<file path="config.mk">
export PLATFORM = sky130hd
export DESIGN_NAME = nib_timer
export DESIGN_NICKNAME = d
export VERILOG_FILES = /design/src/rtl/nib_timer_pkg.sv /design/src/rtl/nt_evt_sync.sv /design/src/rtl/nt_prescaler.sv /design/src/rtl/nt_count_core.sv /design/src/rtl/nib_timer.sv
export SDC_FILE = /design/constraint.sdc
export NUM_CORES = 1
export LEC_CHECK = 0
export ABC_AREA = 1
export BUFFER_PORTS_ARGS = -buffer_cell sky130_fd_sc_hd__buf_2
export CAP_MARGIN = 20
export CELL_PAD_IN_SITES_DETAIL_PLACEMENT = 1
export CELL_PAD_IN_SITES_GLOBAL_PLACEMENT = 2
export CORE_MARGIN = 2
export CORE_UTILIZATION = 36
export CTS_CLUSTER_SIZE = 20
export DETAILED_ROUTE_END_ITERATION = 10
export PLACE_DENSITY_LB_ADDON = 0.1
export SYNTH_ARGS = -nofsm -noshare
export SYNTH_HDL_FRONTEND = slang
export SYNTH_SLANG_ARGS = --single-unit
</file>
<file path="constraint.sdc">
create_clock -name clk -period 1.9 [get_ports clk]
set_input_delay 0.095 -clock clk [delete_from_list [all_inputs] [get_ports clk]]
set_output_delay 0.095 -clock clk [all_outputs]
set_load 0.02 [all_outputs]
</file>
<file path="src/rtl/nib_timer_pkg.sv">
package nib_timer_pkg;
    localparam int CNT_W   = 8;
    localparam int NIB_W   = 4;
    localparam int DIV_W   = 11;
    localparam int SEL_W   = 3;
    localparam int N_SEL   = 1 << SEL_W;
    localparam int ADDR_W  = 2;

    typedef enum logic {
        RD_LIVE   = 1'b0,
        RD_FROZEN = 1'b1
    } rd_state_t;

    typedef enum logic [ADDR_W-1:0] {
        A_LO   = 2'd0,
        A_HI   = 2'd1,
        A_MODE = 2'd2,
        A_CTRL = 2'd3
    } reg_addr_t;

    // number of low divider bits that must be all ones for a given code
    function automatic int ratio_bits(input int code);
        case (code)
            0:       return 11;
            1:       return 9;
            2:       return 7;
            3:       return 5;
            4:       return 3;
            5:       return 2;
            default: return 1;
        endcase
    endfunction
endpackage

</file>
<file path="src/rtl/nt_evt_sync.sv">
module nt_evt_sync (
    input  logic clk,
    input  logic rst_n,
    input  logic evt_in,
    output logic evt_pulse
);
    logic meta_q, sync_q, prev_q;

    always_ff @(posedge clk or negedge rst_n) begin
        if (!rst_n) begin
            meta_q <= 1'b0;
            sync_q <= 1'b0;
            prev_q <= 1'b0;
        end else begin
            meta_q <= evt_in;
            sync_q <= meta_q;
            prev_q <= sync_q;
        end
    end

    assign evt_pulse = sync_q & ~prev_q;
endmodule

</file>
<file path="src/rtl/nt_prescaler.sv">
module nt_prescaler #(
    parameter int DIV_W = nib_timer_pkg::DIV_W,
    parameter int SEL_W = nib_timer_pkg::SEL_W
) (
    input  logic             clk,
    input  logic             rst_n,
    input  logic [SEL_W-1:0] sel,
    input  logic             ext_pulse,
    output logic             tick
);
    localparam int N_SEL = 1 << SEL_W;

    logic [DIV_W-1:0] div_q;
    logic [N_SEL-1:0] taps;

    always_ff @(posedge clk or negedge rst_n) begin
        if (!rst_n) div_q <= '0;
        else        div_q <= div_q + 1'b1;
    end

    for (genvar s = 0; s < N_SEL - 1; s++) begin : g_tap
        localparam int K = nib_timer_pkg::ratio_bits(s);
        assign taps[s] = &div_q[K-1:0];
    end
    assign taps[N_SEL-1] = ext_pulse;

    assign tick = taps[sel];
endmodule

</file>
<file path="src/rtl/nt_count_core.sv">
module nt_count_core #(
    parameter int CNT_W = nib_timer_pkg::CNT_W,
    parameter int NIB_W = nib_timer_pkg::NIB_W
) (
    input  logic             clk,
    input  logic             rst_n,
    input  logic             tick,
    input  logic             reload_en,
    input  logic             lo_we,
    input  logic             hi_we,
    input  logic [NIB_W-1:0] wnib,
    output logic [CNT_W-1:0] count,
    output logic [CNT_W-1:0] load_val,
    output logic             ovf
);
    localparam logic [CNT_W-1:0] TOP = '1;

    logic [CNT_W-1:0] count_q, load_q;
    logic             at_top;

    assign at_top = (count_q == TOP);
    assign ovf    = tick & at_top & ~hi_we;

    always_ff @(posedge clk or negedge rst_n) begin
        if (!rst_n) begin
            load_q <= '0;
        end else if (lo_we) begin
            load_q[NIB_W-1:0] <= wnib;
        end else if (hi_we) begin
            load_q[CNT_W-1:NIB_W] <= wnib;
        end
    end

    always_ff @(posedge clk or negedge rst_n) begin
        if (!rst_n) begin
            count_q <= '0;
        end else if (hi_we) begin
            count_q <= {wnib, load_q[NIB_W-1:0]};
        end else if (tick) begin
            if (at_top) count_q <= reload_en ? load_q : '0;
            else        count_q <= count_q + 1'b1;
        end
    end

    assign count    = count_q;
    assign load_val = load_q;
endmodule

</file>
<file path="src/rtl/nib_timer.sv">
module nib_timer (
    input  logic       clk,
    input  logic       rst_n,
    input  logic       wr_en_i,
    input  logic       rd_en_i,
    input  logic [1:0] addr_i,
    input  logic [3:0] wdata_i,
    output logic [3:0] rdata_o,
    input  logic       evt_i,
    output logic       irq_o
);
    import nib_timer_pkg::*;

    localparam int RELOAD_BIT = NIB_W - 1;

    logic [NIB_W-1:0] mode_q;
    logic             flag_q, mask_q;
    logic [NIB_W-1:0] hold_q;
    rd_state_t        state_q, state_d;

    logic             evt_pulse, tick, ovf;
    logic [CNT_W-1:0] count, load_val;
    logic             lo_we, hi_we, mode_we, ctrl_we, hi_rd, lo_rd;

    assign lo_we   = wr_en_i & (addr_i == A_LO);
    assign hi_we   = wr_en_i & (addr_i == A_HI);
    assign mode_we = wr_en_i & (addr_i == A_MODE);
    assign ctrl_we = wr_en_i & (addr_i == A_CTRL);
    assign hi_rd   = rd_en_i & (addr_i == A_HI);
    assign lo_rd   = rd_en_i & (addr_i == A_LO);

    nt_evt_sync u_sync (
        .clk       (clk),
        .rst_n     (rst_n),
        .evt_in    (evt_i),
        .evt_pulse (evt_pulse)
    );

    nt_prescaler #(.DIV_W(DIV_W), .SEL_W(SEL_W)) u_pre (
        .clk       (clk),
        .rst_n     (rst_n),
        .sel       (mode_q[SEL_W-1:0]),
        .ext_pulse (evt_pulse),
        .tick      (tick)
    );

    nt_count_core #(.CNT_W(CNT_W), .NIB_W(NIB_W)) u_core (
        .clk       (clk),
        .rst_n     (rst_n),
        .tick      (tick),
        .reload_en (mode_q[RELOAD_BIT]),
        .lo_we     (lo_we),
        .hi_we     (hi_we),
        .wnib      (wdata_i),
        .count     (count),
        .load_val  (load_val),
        .ovf       (ovf)
    );

    // mode and control registers
    always_ff @(posedge clk or negedge rst_n) begin
        if (!rst_n) begin
            mode_q <= '0;
            flag_q <= 1'b0;
            mask_q <= 1'b1;
        end else begin
            if (mode_we) mode_q <= wdata_i;
            if (ctrl_we) mask_q <= wdata_i[1];
            if (ovf)                        flag_q <= 1'b1;
            else if (ctrl_we && !wdata_i[0]) flag_q <= 1'b0;
        end
    end

    // read sequencer: state register
    always_ff @(posedge clk or negedge rst_n) begin
        if (!rst_n) begin
            state_q <= RD_LIVE;
            hold_q  <= '0;
        end else begin
            state_q <= state_d;
            if (hi_rd) hold_q <= count[NIB_W-1:0];
        end
    end

    // read sequencer: transitions
    always_comb begin
        state_d = state_q;
        unique case (state_q)
            RD_LIVE: begin
                if (hi_rd) state_d = RD_FROZEN;          // live_to_frozen
            end
            RD_FROZEN: begin
                if (hi_rd)      state_d = RD_FROZEN;     // frozen_recapture
                else if (lo_rd) state_d = RD_LIVE;       // frozen_to_live
            end
            default: state_d = RD_LIVE;
        endcase
    end

    // outputs
    always_comb begin
        rdata_o = '0;
        if (rd_en_i) begin
            unique case (addr_i)
                A_LO:   rdata_o = (state_q == RD_FROZEN) ? hold_q : count[NIB_W-1:0];
                A_HI:   rdata_o = count[CNT_W-1:NIB_W];
                A_MODE: rdata_o = mode_q;
                A_CTRL: rdata_o = {2'b00, mask_q, flag_q};
                default: rdata_o = '0;
            endcase
        end
    end

    assign irq_o = flag_q & ~mask_q;
endmodule

</file>
==> results of run 1 <==
## power groups by stage
stage	logic (mW)	registers [mW]	clock network, mW
after global placement	0.673	1.23	0
after global routing	0.797	1.24	0.797
after CTS	0.683	1.21	0.757
after detailed placement	0.679	1.22	0
after floorplan	0.470	1.17	0
final	0.686	1.21	0.737
## Yosys cell counts
master,n,area [sq um]
a211oi_1,1,7.510
a21oi_1,4,20.02
a31oi_1,2,12.51
a41oi_1,2,17.52
buf_12,1,20.02
buf_6,1,11.26
dfrtp_1,40,1001
dfstp_2,1,26.28
ha_1,5,62.56
inv_1,25,93.84
inv_2,3,11.26
nand2_1,92,345.3
nand2_2,2,12.51
nand2_4,1,11.26
nand3_1,18,90.09
nand3_2,1,10.01
nand3_4,3,52.55
nand4_1,10,62.56
nor2_1,14,52.55
nor2_2,4,25.02
nor2_4,2,22.52
nor3_1,2,10.01
nor3_2,1,10.01
o211ai_1,3,22.52
o211ai_2,1,12.51
o21ai_0,18,90.09
o21ai_1,1,5.000
o21ai_2,1,8.760
o21bai_1,1,7.510
or2_2,1,6.260
xnor2_1,2,17.52
xor2_1,4,35.03
## flip-flops by register name, indices dropped and copies added (netlist names)
signal           count
u_pre.div_q         11
u_core.count         8
u_core.load_val      8
hold_q               4
mode_q               4
flag_q               1
mask_q               1
state_q              1
u_sync.meta_q        1
u_sync.prev_q        1
u_sync.sync_q        1
## area by class of cell
class | instances | area (sq um) | area share, %
clock buffers | 7 | 86.33 | 3.348
clock inverters | 1 | 30.03 | 1.164
inverters | 28 | 105.1 | 4.076
multi-input cells | 197 | 1061 | 41.15
flip-flops and latches | 41 | 1027 | 39.84
well taps | 75 | 93.84 | 3.639
repair buffers | 26 | 175.2 | 6.793
## worst register-to-register path, stage by stage (launching register included)
cell,delay [ps]
dfrtp_1,350
ha_2,200
nand2_2,70
nor2_4,140
inv_2,50
nor3_2,190
ha_2,200
a21oi_2,50
nand2_2,110
nand3_4,130
nand3_4,130
nand2_1,70
nand2_1,60
## what timing repair did
action	CTS	global route
hold endpoints to repair	21	0
hold buffers	2	0
buffers inserted	0	5
gates resized for setup	0	8
setup endpoints to repair	0	9
## per-layer routing
layer  vias to the layer above  global-route usage (%)
met3                         8                   2.967
li1                        942                       -
met2                        21                   31.54
met4                         0                   6.333
met5                         -                       0
met1                       889                   26.60
## stage by stage
stage | instances | TNS, ps | util, %
CTS | 369 | 0 | 42.39
finish | 375 | 0 | 43.55
detailed placement | 359 | 0 | 40.09
global placement | 359 | 0 | 40.09
global route | 375 | -44.57 | 43.55
floorplan | 267 | 0 | -
## kinds of logic (layout without fill, tap and decap cells)
family,Yosys count,count (layout),share of synthesized area (%)
DFF,41,41,46.83
AOI/OAI and AO/OA,34,34,9.299
and+or+nand+nor,151,152,32.40
buffers and inverters,30,62,6.218
adders and majority gates,5,5,2.852
xor gates and xnor gates,6,6,2.396
## worst max-delay path by stage
| stage | slack (ps) | from | cells after the start | end |
|---|---|---|---|---|
| 5_1_grt | -20 | u_pre.div_q[0] | 12 | flag_q |
| 4_1_cts | 70 | u_pre.div_q[0] | 12 | flag_q |
| 2_1_floorplan | 250 | u_pre.div_q[0] | 12 | u_core.count[5] |
| 3_3_place_gp | 140 | u_pre.div_q[0] | 12 | u_core.count[5] |
| 6_report | 110 | u_pre.div_q[1] | 12 | u_core.count[4] |
| 3_5_place_dp | 80 | u_pre.div_q[0] | 12 | flag_q |
==> flow_metrics.env, run 1 <==
export IMPL_die_area_sq_um=6733
export IMPL_root_buffer="clkbuf_8"
export IMPL_final_common_cell="nand2_1"
export IMPL_wl_met3_microns=110
export IMPL_worstSetupPathType="reg2reg"
export IMPL_gp_congestion=0.7794
export IMPL_dr_first_iter_drc_count=87
export IMPL_r2r_slack_ps=110
export IMPL_r2r_start="u_pre.div_q[1]"
export IMPL_power_share_clock_pct=28.0
export IMPL_hpwl_microns=4487
export IMPL_ys_types=32
export IMPL_internal_power_mw=1.721
export IMPL_cts_sinks=41
export IMPL_ioPinCount=16
export IMPL_hold_end="u_core.load_val[5]"
export IMPL_fin_crit_sh_pct=94.28
export IMPL_drc=0
export IMPL_numCtsBuffers=5
export IMPL_timing_rr_end="u_core.count[4]"
export IMPL_grt_max_degree=23
export IMPL_clock_latency_ps=290
export IMPL_final_area_sq_um=2579
export IMPL_hp_class="in2reg"
export IMPL_drv_slew=0
export IMPL_finalHoldViolations=0
export IMPL_post_place_ws_ps=80.01
export IMPL_power_mw=2.633
export IMPL_seq_area_frac_synth_pct=46.83
export IMPL_setup_violations=0
export IMPL_seqPwrFrac_pct=45.9
export IMPL_cp_max_fo=8
export IMPL_cp_slowest_stage_delay_ps=350
export IMPL_path_buf_inv=1
export IMPL_cp_end_kind="flop"
export IMPL_p_sw_share_pct=34.62
export IMPL_setup_ws_ps=108.7
export IMPL_clockBufferDepth=2
export IMPL_drtPass1Iterations=4
export IMPL_crit_required_ps=2140
export IMPL_fmax_mhz=558.2
export IMPL_htreeDepth=2
export IMPL_cts_tree="yes"
export IMPL_antenna_found_initial=0
export IMPL_post_route_min_period_ps=1791
export IMPL_timing_hold_ws_ps=43.29
export IMPL_die_w_microns=82.06
export IMPL_fin_nets=315
export IMPL_rows=28
export IMPL_ys_warn_count=0
export IMPL_ff2ff_path_depth=12
export IMPL_grt_pass1_wl_microns=9742
export IMPL_grt_usage_pct=19.46
export IMPL_drive_gt1_share_pct=20.33
export IMPL_min_from="wdata_i[1]"
export IMPL_io_buffer_count=15
export IMPL_gr_total_overflow=0
export IMPL_topRoutingLayerUsed="met4"
export IMPL_power_frac_comb_pct=26.1
export IMPL_nFillCells=719
export IMPL_netlist_instances=267
export IMPL_crit_family="simple AND/OR/NAND/NOR gates"
export IMPL_skew_ps=11.62
export IMPL_hold_depth=3
export IMPL_crit_arrival_ps=2030
export IMPL_ys_ff_latch=41
export IMPL_syn_to_final_growth_pct=17.57
export IMPL_vias=1860
export IMPL_setup_worst_path_start_class="flop"
export IMPL_synth_nets=283
export IMPL_outcome="complete, no violations"
export IMPL_path_cells="ha_2 > nand2_2 > nor2_4 > inv_2 > nor3_2 > ha_2 > a21oi_2 > nand2_2 > nand3_4 > nand3_4 > nand2_1 > nand2_1"
export IMPL_slowest_stage="dfrtp_1"
export IMPL_power_density_nw_per_um2=1021
export IMPL_drt_wl_total_microns=5852
export IMPL_ant_nets=0
export IMPL_maxCapViolCount=0
export IMPL_synth_area_sq_um=2193
export IMPL_placed_cell_area_sq_um=2374
export IMPL_start_util_pct=37.05
export IMPL_wl_met1_microns=2856
export IMPL_post_drt_wl_per_cell_microns=15.61
export IMPL_final_cell_mix="89 x nand2_1, 40 x dfrtp_1, 24 x inv_1, 18 x o21ai_0, 17 x nand3_1"
export IMPL_antennaDiodeCount=0
export IMPL_p_leak_nw=1.285
export IMPL_viasPerCell=4.960
export IMPL_relSlewSlack_pct=64.88
export IMPL_dieHeight_microns=82.06
export IMPL_path_clk_slew_ps=90
export IMPL_p_switching_mw=0.9115
export IMPL_coreArea_sq_um=5921
export IMPL_routed_wl_met2_microns=2787
export IMPL_tightestPinTransition_ps=526.7
export IMPL_grt_pass1_vias=1918
export IMPL_peakVddDrop_mv=0.3874
export IMPL_syn_area_per_cell_sq_um=8.215
Note: power is estimated with default switching activity, not from simulation.
==> run 2, diff against run 1 <==
--- a/config.mk
+++ b/config.mk
@@ -6,10 +6,11 @@
 export NUM_CORES = 1
 export LEC_CHECK = 0
 export ABC_AREA = 1
-export BUFFER_PORTS_ARGS = -buffer_cell sky130_fd_sc_hd__buf_2
+export BUFFER_PORTS_ARGS = -buffer_cell sky130_fd_sc_hd__buf_4
 export CAP_MARGIN = 20
 export CELL_PAD_IN_SITES_DETAIL_PLACEMENT = 1
 export CELL_PAD_IN_SITES_GLOBAL_PLACEMENT = 2
+export CORE_ASPECT_RATIO = 1.75
 export CORE_MARGIN = 2
 export CORE_UTILIZATION = 36
 export CTS_CLUSTER_SIZE = 20
==> constraint.sdc (replaced) <==
create_clock -name clk -period 1.9 [get_ports clk]
set_input_delay 0.095 -clock clk [delete_from_list [all_inputs] [get_ports clk]]
set_output_delay 0.095 -clock clk [all_outputs]
set_load 0.005 [all_outputs]
==> run 2 against run 1 <==
Design area is 1.1% higher. Routed wire length is 8.6% higher. Die area grew 0.37%. Largest cell class unchanged. Worst hold slack worse by 28 ps. Non-clock buffer count fell by 3. Clock skew decreased by 5.4 ps. Power up 1.2%. Largest power group unchanged. Sequential power barely moved. Global-route usage up 0.61 points. First-iteration DRC count decreased by 30%. Cell count unchanged.
==> flow_metrics.env, run 2 (same netlist as run 1, synthesis figures left out) <==
export IMPL_power_share_clock_pct=26.8
export IMPL_p_switching_mw=0.9569
export IMPL_peakVddDrop_mv=0.5707
export IMPL_relSlewSlack_pct=63.69
export IMPL_cp_max_fo=8
export IMPL_gp_congestion=0.8066
export IMPL_drive_gt1_share_pct=20.54
export IMPL_vias=1877
export IMPL_start_util_pct=37.31
export IMPL_cp_slowest_stage_delay_ps=400
export IMPL_setup_violations=0
export IMPL_drv_slew=0
export IMPL_gr_total_overflow=0
export IMPL_drc=0
export IMPL_power_density_nw_per_um2=1022
export IMPL_grt_max_degree=42
export IMPL_cp_end_kind="flop"
export IMPL_internal_power_mw=1.708
export IMPL_final_common_cell="nand2_1"
export IMPL_worstSetupPathType="reg2reg"
export IMPL_cts_tree="yes"
export IMPL_ant_nets=0
export IMPL_path_clk_slew_ps=80
export IMPL_power_frac_comb_pct=27.8
export IMPL_grt_pass1_vias=2013
export IMPL_p_leak_nw=1.291
export IMPL_rows=37
export IMPL_setup_worst_path_start_class="flop"
export IMPL_post_place_ws_ps=75.51
export IMPL_slowest_stage="dfrtp_1"
export IMPL_root_buffer="clkbuf_8"
export IMPL_die_area_sq_um=6758
export IMPL_dieHeight_microns=107.3
export IMPL_cts_sinks=41
export IMPL_fin_nets=312
export IMPL_post_drt_wl_per_cell_microns=16.94
export IMPL_skew_ps=6.205
export IMPL_fmax_mhz=530.1
export IMPL_rsz0062_at_grt="true"
export IMPL_dr_first_iter_drc_count=61
export IMPL_tightestPinTransition_ps=544.6
export IMPL_numCtsBuffers=5
export IMPL_crit_arrival_ps=2130
export IMPL_clockBufferDepth=2
export IMPL_maxCapViolCount=0
export IMPL_setup_tns_ps=0
export IMPL_hpwl_microns=4808
export IMPL_htreeDepth=2
export IMPL_antenna_found_initial=0
export IMPL_outcome="complete, no violations"
export IMPL_seqPwrFrac_pct=45.4
export IMPL_post_route_min_period_ps=1886
export IMPL_io_buffer_count=15
export IMPL_path_cells="ha_4 > nand2_4 > nor2_4 > inv_2 > nor3_4 > ha_2 > a21oi_2 > nand2_2 > nand3_4 > nand3_4 > nand2_1 > nand2_1"
export IMPL_coreArea_sq_um=5879
export IMPL_finalHoldViolations=0
export IMPL_clock_latency_ps=300
export IMPL_die_w_microns=63.01
export IMPL_p_sw_share_pct=35.91
export IMPL_largest_reg_flops=11
export IMPL_top_register="u_pre.div_q"
export IMPL_syn_to_final_growth_pct=18.82
export IMPL_crit_required_ps=2150
export IMPL_fin_crit_sh_pct=99.28
export IMPL_grt_pass1_wl_microns=10130
export IMPL_antennaDiodeCount=0
export IMPL_nFillCells=768
export IMPL_hp_class="in2reg"
export IMPL_drt_wl_total_microns=6353
export IMPL_viasPerCell=5.005
export IMPL_setup_ws_ps=13.64
export IMPL_grt_usage_pct=20.08
export IMPL_final_cell_mix="85 x nand2_1, 40 x dfrtp_1, 24 x inv_1, 21 x buf_4"
export IMPL_ioPinCount=16
export IMPL_drtPass1Iterations=4
## run 2: routing by layer
| layer | vias to the layer above | share of wire (%) | track usage [%] | wire length [microns] |
|---|---|---|---|---|
| met5 | - | 0 | 0 | 0 |
| met4 | 0 | 3.0 | 9.206 | 190 |
| met3 | 13 | 1.8 | 2.824 | 113 |
| met2 | 26 | 57 | 38.98 | 3633 |
| met1 | 908 | 38 | 20.66 | 2416 |
| li1 | 930 | - | - | - |
## run 2: path summary, 6_finish.rpt
kind | cells after the start | startpoint | slack [ps] | endpoint
setup / recovery | 12 | u_pre.div_q[1] | 10 | u_core.count[7]
max in group asynchronous | 2 | rst_n | 1200 | mask_q
setup reg to reg | 12 | u_pre.div_q[1] | 10 | u_core.count[7]
hold / removal | 3 | wdata_i[1] | 20 | u_core.load_val[5]
hold reg to reg | 0 | u_sync.meta_q | 370 | u_sync.sync_q
min in group asynchronous | 2 | rst_n | 320 | u_pre.div_q[10]
## run 2: timing repair
| item | 4_1_cts | 5_1_grt |
|---|---|---|
| gates resized for setup | 0 | 14 |
| setup endpoints to repair | 0 | 9 |
| hold buffers | 2 | 0 |
| endpoints found under the hold margin | 41 | 0 |
| buffers inserted | 0 | 4 |
## run 2: area by class of cell
| cell class | instances | area, sq um | share of cell area, % |
|---|---|---|---|
| multi-input combinational | 197 | 1087 | 41.72 |
| timing repair buffer | 23 | 177.7 | 6.817 |
| tap | 78 | 97.59 | 3.745 |
| clock inverter | 2 | 38.79 | 1.488 |
| clock buffer | 6 | 72.57 | 2.784 |
| sequential | 41 | 1027 | 39.41 |
| inverter | 28 | 105.1 | 4.033 |
## run 2: worst max-delay path, delay by kind of cell (launching register included)
kind	cells	cell delay, ps
buffers and inverters	1	60
and+or+nand+nor	8	920
DFF	1	400
adders and majority gates	2	390
AOI/OAI and AO/OA	1	50
## run 2: power by group through the flow
stage	clock network (mW)	registers, mW	logic, mW
2_1_floorplan	0	1.17	0.456
3_3_place_gp	0	1.23	0.694
3_5_place_dp	0	1.23	0.706
4_1_cts	0.741	1.21	0.715
5_1_grt	0.765	1.23	0.840
6_report	0.713	1.21	0.741
## run 2: stage by stage
stage	hold slack, ps	area, sq um	instances	util, %	total power [mW]
global placement	118.6	2387	360	40.60	1.924
finish	15.26	2606	375	44.33	2.665
CTS	11.19	2519	370	42.84	2.669
floorplan	-200.6	2193	267	-	1.624
global route	57.40	2606	375	44.33	2.839
detailed placement	117.5	2387	360	40.60	1.937
